### src/rtl/nan_fmt_pkg.sv
package nan_fmt_pkg;

    localparam int WORD_W  = 64;
    localparam int CANON_W = 64;
    localparam int NUM_FMT = 3;
    localparam int IDX_W   = $clog2(NUM_FMT);

    typedef enum logic [1:0] {
        FMT_HALF   = 2'd0,
        FMT_SINGLE = 2'd1,
        FMT_DOUBLE = 2'd2,
        FMT_RSVD   = 2'd3
    } fmt_e;

    typedef struct packed {
        logic               sign;
        logic [CANON_W-1:0] payload;
    } canon_t;

    typedef struct packed {
        logic is_nan;
        logic is_snan;
    } class_t;

    typedef struct packed {
        logic [WORD_W-1:0] value;
        logic              invalid;
        logic              is_nan;
    } result_t;

    function automatic int exp_bits(int idx);
        case (idx)
            0:       return 5;
            1:       return 8;
            default: return 11;
        endcase
    endfunction

    function automatic int frac_bits(int idx);
        case (idx)
            0:       return 10;
            1:       return 23;
            default: return 52;
        endcase
    endfunction

    // reserved code decodes as double
    function automatic logic [IDX_W-1:0] fmt_index(fmt_e f);
        case (f)
            FMT_HALF:   return IDX_W'(0);
            FMT_SINGLE: return IDX_W'(1);
            default:    return IDX_W'(2);
        endcase
    endfunction

    function automatic logic [WORD_W-1:0] default_nan(logic [IDX_W-1:0] idx);
        case (idx)
            IDX_W'(0): return WORD_W'(16'h7E00);
            IDX_W'(1): return WORD_W'(32'h7FC0_0000);
            default:   return 64'h7FF8_0000_0000_0000;
        endcase
    endfunction

endpackage

### src/rtl/nan_classify.sv
module nan_classify
    import nan_fmt_pkg::*;
#(
    parameter int EW = 8,
    parameter int FW = 23
) (
    input  logic [EW+FW:0] word,
    output class_t         cls,
    output logic           sign,
    output logic [FW-1:0]  frac
);
    logic [EW-1:0] expo;

    always_comb begin
        expo        = word[EW+FW-1:FW];
        frac        = word[FW-1:0];
        sign        = word[EW+FW];
        cls.is_nan  = (&expo) && (|frac);
        cls.is_snan = (&expo) && (|frac) && !frac[FW-1];
    end
endmodule

### src/rtl/nan_unpack.sv
module nan_unpack
    import nan_fmt_pkg::*;
#(
    parameter int FW = 23
) (
    input  logic          sign,
    input  logic [FW-1:0] frac,
    output canon_t        canon
);
    localparam int PAD_W = CANON_W - FW;

    always_comb begin
        canon.sign    = sign;
        canon.payload = {frac, {PAD_W{1'b0}}};
    end
endmodule

### src/rtl/nan_pack.sv
module nan_pack
    import nan_fmt_pkg::*;
#(
    parameter int IDX = 1,
    parameter int EW  = 8,
    parameter int FW  = 23
) (
    input  logic              sign,
    input  logic [FW-1:0]     top_frac,
    input  logic              dflt_mode,
    output logic [WORD_W-1:0] value
);
    localparam int              TOT_W = EW + FW + 1;
    localparam logic [IDX_W-1:0] MY_IDX = IDX_W'(IDX);

    logic [TOT_W-1:0] built;

    always_comb begin
        built = {sign, {EW{1'b1}}, top_frac};
        if (dflt_mode || (top_frac == '0)) begin
            value = default_nan(MY_IDX);
        end else begin
            value = WORD_W'(built);
        end
    end
endmodule

### src/rtl/nan_fmt_conv.sv
module nan_fmt_conv
    import nan_fmt_pkg::*;
#(
    parameter bit OUT_REG = 1'b1
) (
    input  logic        clk,
    input  logic        rst,
    input  logic [63:0] src_val,
    input  logic [1:0]  src_fmt,
    input  logic [1:0]  dst_fmt,
    input  logic        dflt_mode,
    output logic [63:0] res_val,
    output logic        invalid,
    output logic        is_nan
);
    class_t            cls_arr   [NUM_FMT];
    canon_t            canon_arr [NUM_FMT];
    logic [WORD_W-1:0] packed_arr[NUM_FMT];

    logic [IDX_W-1:0]  src_idx;
    logic [IDX_W-1:0]  dst_idx;
    canon_t            canon_sel;
    class_t            cls_sel;
    result_t           nxt;

    assign src_idx   = fmt_index(fmt_e'(src_fmt));
    assign dst_idx   = fmt_index(fmt_e'(dst_fmt));
    assign canon_sel = canon_arr[src_idx];
    assign cls_sel   = cls_arr[src_idx];

    for (genvar i = 0; i < NUM_FMT; i++) begin : g_fmt
        localparam int EW_I = exp_bits(i);
        localparam int FW_I = frac_bits(i);

        logic            sgn_i;
        logic [FW_I-1:0] frac_i;

        nan_classify #(.EW(EW_I), .FW(FW_I)) u_cls (
            .word (src_val[EW_I+FW_I:0]),
            .cls  (cls_arr[i]),
            .sign (sgn_i),
            .frac (frac_i)
        );

        nan_unpack #(.FW(FW_I)) u_unp (
            .sign  (sgn_i),
            .frac  (frac_i),
            .canon (canon_arr[i])
        );

        nan_pack #(.IDX(i), .EW(EW_I), .FW(FW_I)) u_pck (
            .sign      (canon_sel.sign),
            .top_frac  (canon_sel.payload[CANON_W-1 -: FW_I]),
            .dflt_mode (dflt_mode),
            .value     (packed_arr[i])
        );
    end

    always_comb begin
        nxt.is_nan  = cls_sel.is_nan;
        nxt.invalid = cls_sel.is_snan;
        nxt.value   = cls_sel.is_nan ? packed_arr[dst_idx] : src_val;
    end

    if (OUT_REG) begin : g_reg
        result_t q;
        always_ff @(posedge clk) begin
            if (rst) q <= '0;
            else     q <= nxt;
        end
        assign res_val = q.value;
        assign invalid = q.invalid;
        assign is_nan  = q.is_nan;
    end else begin : g_comb
        assign res_val = nxt.value;
        assign invalid = nxt.invalid;
        assign is_nan  = nxt.is_nan;
    end
endmodule

### config.mk
export PLATFORM = sky130hd
export DESIGN_NAME = nan_fmt_conv
export DESIGN_NICKNAME = d
export VERILOG_FILES = /design/src/rtl/nan_fmt_pkg.sv /design/src/rtl/nan_classify.sv /design/src/rtl/nan_unpack.sv /design/src/rtl/nan_pack.sv /design/src/rtl/nan_fmt_conv.sv
export SDC_FILE = /design/constraint.sdc
export NUM_CORES = 1
export LEC_CHECK = 0
export BUFFER_PORTS_ARGS = -buffer_cell sky130_fd_sc_hd__buf_2
export CORE_UTILIZATION = 60
export CTS_CLUSTER_DIAMETER = 60
export DETAILED_ROUTE_END_ITERATION = 8
export GPL_TIMING_DRIVEN = 0
export PLACE_DENSITY_LB_ADDON = 0.2
export REMOVE_ABC_BUFFERS = 1
export SETUP_SLACK_MARGIN = 0.02
export SLEW_MARGIN = 20
export SYNTH_ARGS = -nofsm -noshare
export SYNTH_HDL_FRONTEND = slang
export SYNTH_HIERARCHICAL = 1
export SYNTH_SLANG_ARGS = --single-unit
### constraint.sdc
create_clock -name clk -period 5.1 [get_ports clk]
set_clock_uncertainty 0.15 [all_clocks]
set_input_delay 0.51 -clock clk [delete_from_list [all_inputs] [get_ports clk]]
set_output_delay 0.51 -clock clk [all_outputs]
set_load 0.1 [all_outputs]
## Word-level counts from Yosys, hierarchy flattened

Index checks and enable logic that the tools add are counted.

| operators by class | value |
|---|---|
| add/sub/neg operators | 0 |
| muxes and demuxes | 15 |
| bitwise gates (word level) | 2 |
| reductions and logical operators | 23 |
| divide/modulo/power cells | 0 |
| shift operators | 0 |
| multiply operators | 0 |
| $lt $le $gt $ge | 2 |
| eq/ne operators | 2 |

Operators with widths:

| kind | count |
|---|---|
| $mux W64 | 4 |
| $bmux W65 S2 | 1 |
| $mux W65 | 2 |
| $bmux W64 S2 | 1 |
| $logic_not A52 Y1 | 1 |
| $reduce_or A52 Y1 | 1 |
| $mux W32 | 1 |
| $logic_not A23 Y1 | 1 |
| $reduce_or A23 Y1 | 1 |
| $mux W16 | 1 |
| $reduce_and A11 Y1 | 1 |
| $logic_not A10 Y1 | 1 |
| $reduce_or A10 Y1 | 1 |
| $pmux W2 S2 | 2 |
| $reduce_and A8 Y1 | 1 |
| $ge A3 B3 Y1 const B | 2 |
| $logic_and A1 B1 Y1 | 6 |
| $not A2 Y3 | 2 |
| $reduce_and A5 Y1 | 1 |
| $bmux W2 S2 | 1 |
| $eq A2 B1 Y1 const B | 2 |
| $logic_not A2 Y1 | 2 |
| $mux W2 | 2 |
| $logic_not A1 Y1 | 3 |
| $logic_or A1 B1 Y1 | 3 |

| storage, ports and cells | value |
|---|---|
| memories kept | 0 |
| bits of input ports | 71 |
| RAM bits | 0 |
| latch bits | 0 |
| word-level logic and storage cells | 47 |
| register bits | 66 |
| memory bits (read-only) | 0 |

## Depth between registers and ports, before layout

| logic depth | value |
|---|---|
| depth after elaboration | 13 |
| mapped depth | 11 |
| gate-level depth less buffers | 8 |

## Modules after synthesis

Netlist, hierarchy kept.

Modules (own cells, without submodules):

| module | times used | area an instance (µm²) | cells each |
|---|---|---|---|
| nan_fmt_conv | 1 | 5176.2 | 612 |
| nan_unpack | 3 | 491.7 | 66 |
| nan_pack at g_fmt[2].u_pck | 1 | 581.8 | 89 |
| nan_classify at g_fmt[2].u_cls | 1 | 576.8 | 77 |
| nan_pack at g_fmt[1].u_pck | 1 | 549.3 | 78 |
| nan_pack at g_fmt[0].u_pck | 1 | 520.5 | 71 |
| nan_classify at g_fmt[1].u_cls | 1 | 271.5 | 36 |
| nan_classify at g_fmt[0].u_cls | 1 | 130.1 | 18 |

## Worst setup path after synthesis

OpenSTA, ideal clock, no wires.

| timing | value |
|---|---|
| path type | in2reg |
| from | in src_fmt[1] |
| to | reg g_reg.q, in the netlist res_val[9] |
| slack | 2379 ps |
| required time | 4827 ps |
| arrival | 2449 ps |
| cell stages on the path | 10 |
| path through | buf_2 -> clkbuf_1 -> buf_1 -> nand2_1 -> o21ai_0 -> nor4_2 -> a311o_1 -> mux2_2 -> o211ai_1 -> mux2i_1 |

RTL lines:

| element | line | RTL |
|---|---|---|
| from (decl) | nan_fmt_conv.sv:9 | `input logic [1:0] src_fmt,` |
| to (signal assigned) | nan_fmt_conv.sv:69 | `else q <= nxt;` |
| to (decl) | nan_fmt_conv.sv:66 | `result_t q;` |

==> impl_metrics.ini <==
[setup_path]
crit_slowest_cell = nor4_1
cp_slowest_stage_delay_ns = 0.51
arrival_ns = 3.22
crit_path_start_kind = input port
crit_path_end_kind = register
worst_ep_required_time_ns = 5.17
crit_fanout = 29
crit_chain = buf_4 -> buf_12 -> mux2i_1 -> o21ai_0 -> nor4_1 -> nand4_1 -> o41a_1 -> nand2b_1 -> o211ai_1 -> mux2i_1
startpoint = src_fmt[0]
crit_path_frequent_cell = mux2i_1
crit_type = input port to register

[cells_and_area]
drive_gt1_frac = 0.238
n_fill_cell = 1381
final_area_um2 = 8140
finalNetCount = 1120
syn2layout_area_growth_pct = -9.64
antennaDiodeCount = 0
final_cells = 1238
fin_util = 0.558
ff_latch_area_um2 = 1320
multiInputGateArea_um2 = 5330

[global_routing]
grt_pass1_vias = 5598
met2_usage = 0.381
grt_pass1_wl_um = 29400
use_met1 = 0.319
grt_start_max_net_pins = 74
antenna_found_initial = 0
met3_usage = 0.0352
grt-ovfl-total = 0
grt_busiest_layer = met2
track_usage = 0.236

[floorplanning]
num_rows = 44
core_um2 = 14600
die_area_um2 = 15500
ios = 137
fp.dieH_um = 125
initial_utilization = 0.617
die_x_um = 125

[timing]
fin_setup_tns_ns = 0
finalHoldViolCount = 0
max_freq_ghz = 0.317
rsz0062_at_grt = false
slew_violations = 0
tightest_slew_ns = 1.03
slew_headroom = 0.309
holdWs_ns = 0.270
fin_crit_ns = 3.15
setup_violations = 0
fin_crit_sh = 0.618
timing.final.ws_setup_ns = 1.95

[run_status]
status = completed

[synth]
syn_inst = 1142
ys_warn_count = 6
synth.avg_cell_area_um2 = 7.89
synth_area_um2 = 9010

[route]
vias_per_cell = 4.99
routedWlPerCell_um = 14.7
drt-pass1-iter-count = 5
route.detailed.drc = 0
routed_wl_um = 18200
postRouteAntennaNets = 0
drtIter0Drc = 371
num_vias = 6176

[cts]
cts_max_level = 3
tritoncts = built
clockBufferDepth = 2
clockRootBuffer = clkbuf_16
cts_resized = 0
holdBufCountCts = 0
clk_pin_slew_ns = 0.05
cts_inserted_buffers = 9
cts_setup_buffers = 0
clock-sinks = 66

[placement]
dpl.cell_count = 1222
placed_area_um2 = 7830
hpwlAfterDp_um = 13200
place_ws_ns = 1.65
port_buffers = 136
place_congestion = 0.860

[pwr]
p_per_area_nw_per_um2 = 228
leakage_nw = 4.08
p_total_mw = 1.86
ir_drop_v = 0.000153

[min_path]
hold_path.class = input port to register
min_from = rst

[run]
cap_violations = 0
placed cells by master (no fill, tap or decap), types with 2 or more instances in the layout:
cell type,n
conb_1,175
nor3_1,4
buf_2,131
and2b_1,5
buf_12,5
nor4_1,24
inv_1,2
mux2_2,65
o211ai_1,64
clkbuf_8,2
nand3_1,4
nand2_1,120
nor4_2,15
clkinvlp_4,2
dfxtp_1,66
nand4_1,9
buf_8,2
nand2b_1,64
nor2b_1,77
clkbuf_16,9
nor2_1,5
o21ai_0,54
buf_16,4
buf_4,5
or4_4,2
or4_1,2
mux2i_1,118
per-layer routing:
layer | wire [µm] | part of all wire | vias to the layer above
met5 | 0 | 0 | -
met4 | 301 | 0.017 | 0
met3 | 976 | 0.054 | 20
met2 | 8410 | 0.46 | 176
met1 | 8540 | 0.47 | 2818
li1 | - | - | 3162
path summary, 6_finish.rpt:
| path | slack [ns] | end | depth (start not counted) |
|---|---|---|---|
| worst min-delay path | 0.27 | is_nan | 2 |
| worst max-delay path | 1.95 | res_val[63] | 10 |
where the power goes:
| group | total [mW] | internal [mW] | switching (mW) | leakage, nW |
|---|---|---|---|---|
| Clock | 0.642 | 0.404 | 0.238 | 0.145 |
| Combinational | 0.665 | 0.204 | 0.462 | 3.38 |
| Sequential | 0.550 | 0.544 | 0.00602 | 0.550 |
flip-flops by register name, indices dropped and copies added (netlist names):
name / cells
invalid: 1
is_nan: 1
res_val: 64
critical path, delay by kind of cell:
| family | cells | cell delay (ns) |
|---|---|---|
| multiplexers | 2 | 0.29 |
| AND/OR/NAND/NOR | 3 | 0.84 |
| AO/OA/AOI/OAI | 3 | 0.87 |
| buffers and inverters | 2 | 0.69 |
layout make-up:
type / count / area share
clock buffer: 12 / 0.0315
clock inverter: 4 / 0.00615
inverter: 3 / 0.00200
multi-input combinational: 822 / 0.655
sequential: 66 / 0.162
tap: 184 / 0.0283
timing repair buffer: 147 / 0.115
Power figures use the tool's default switching activity.
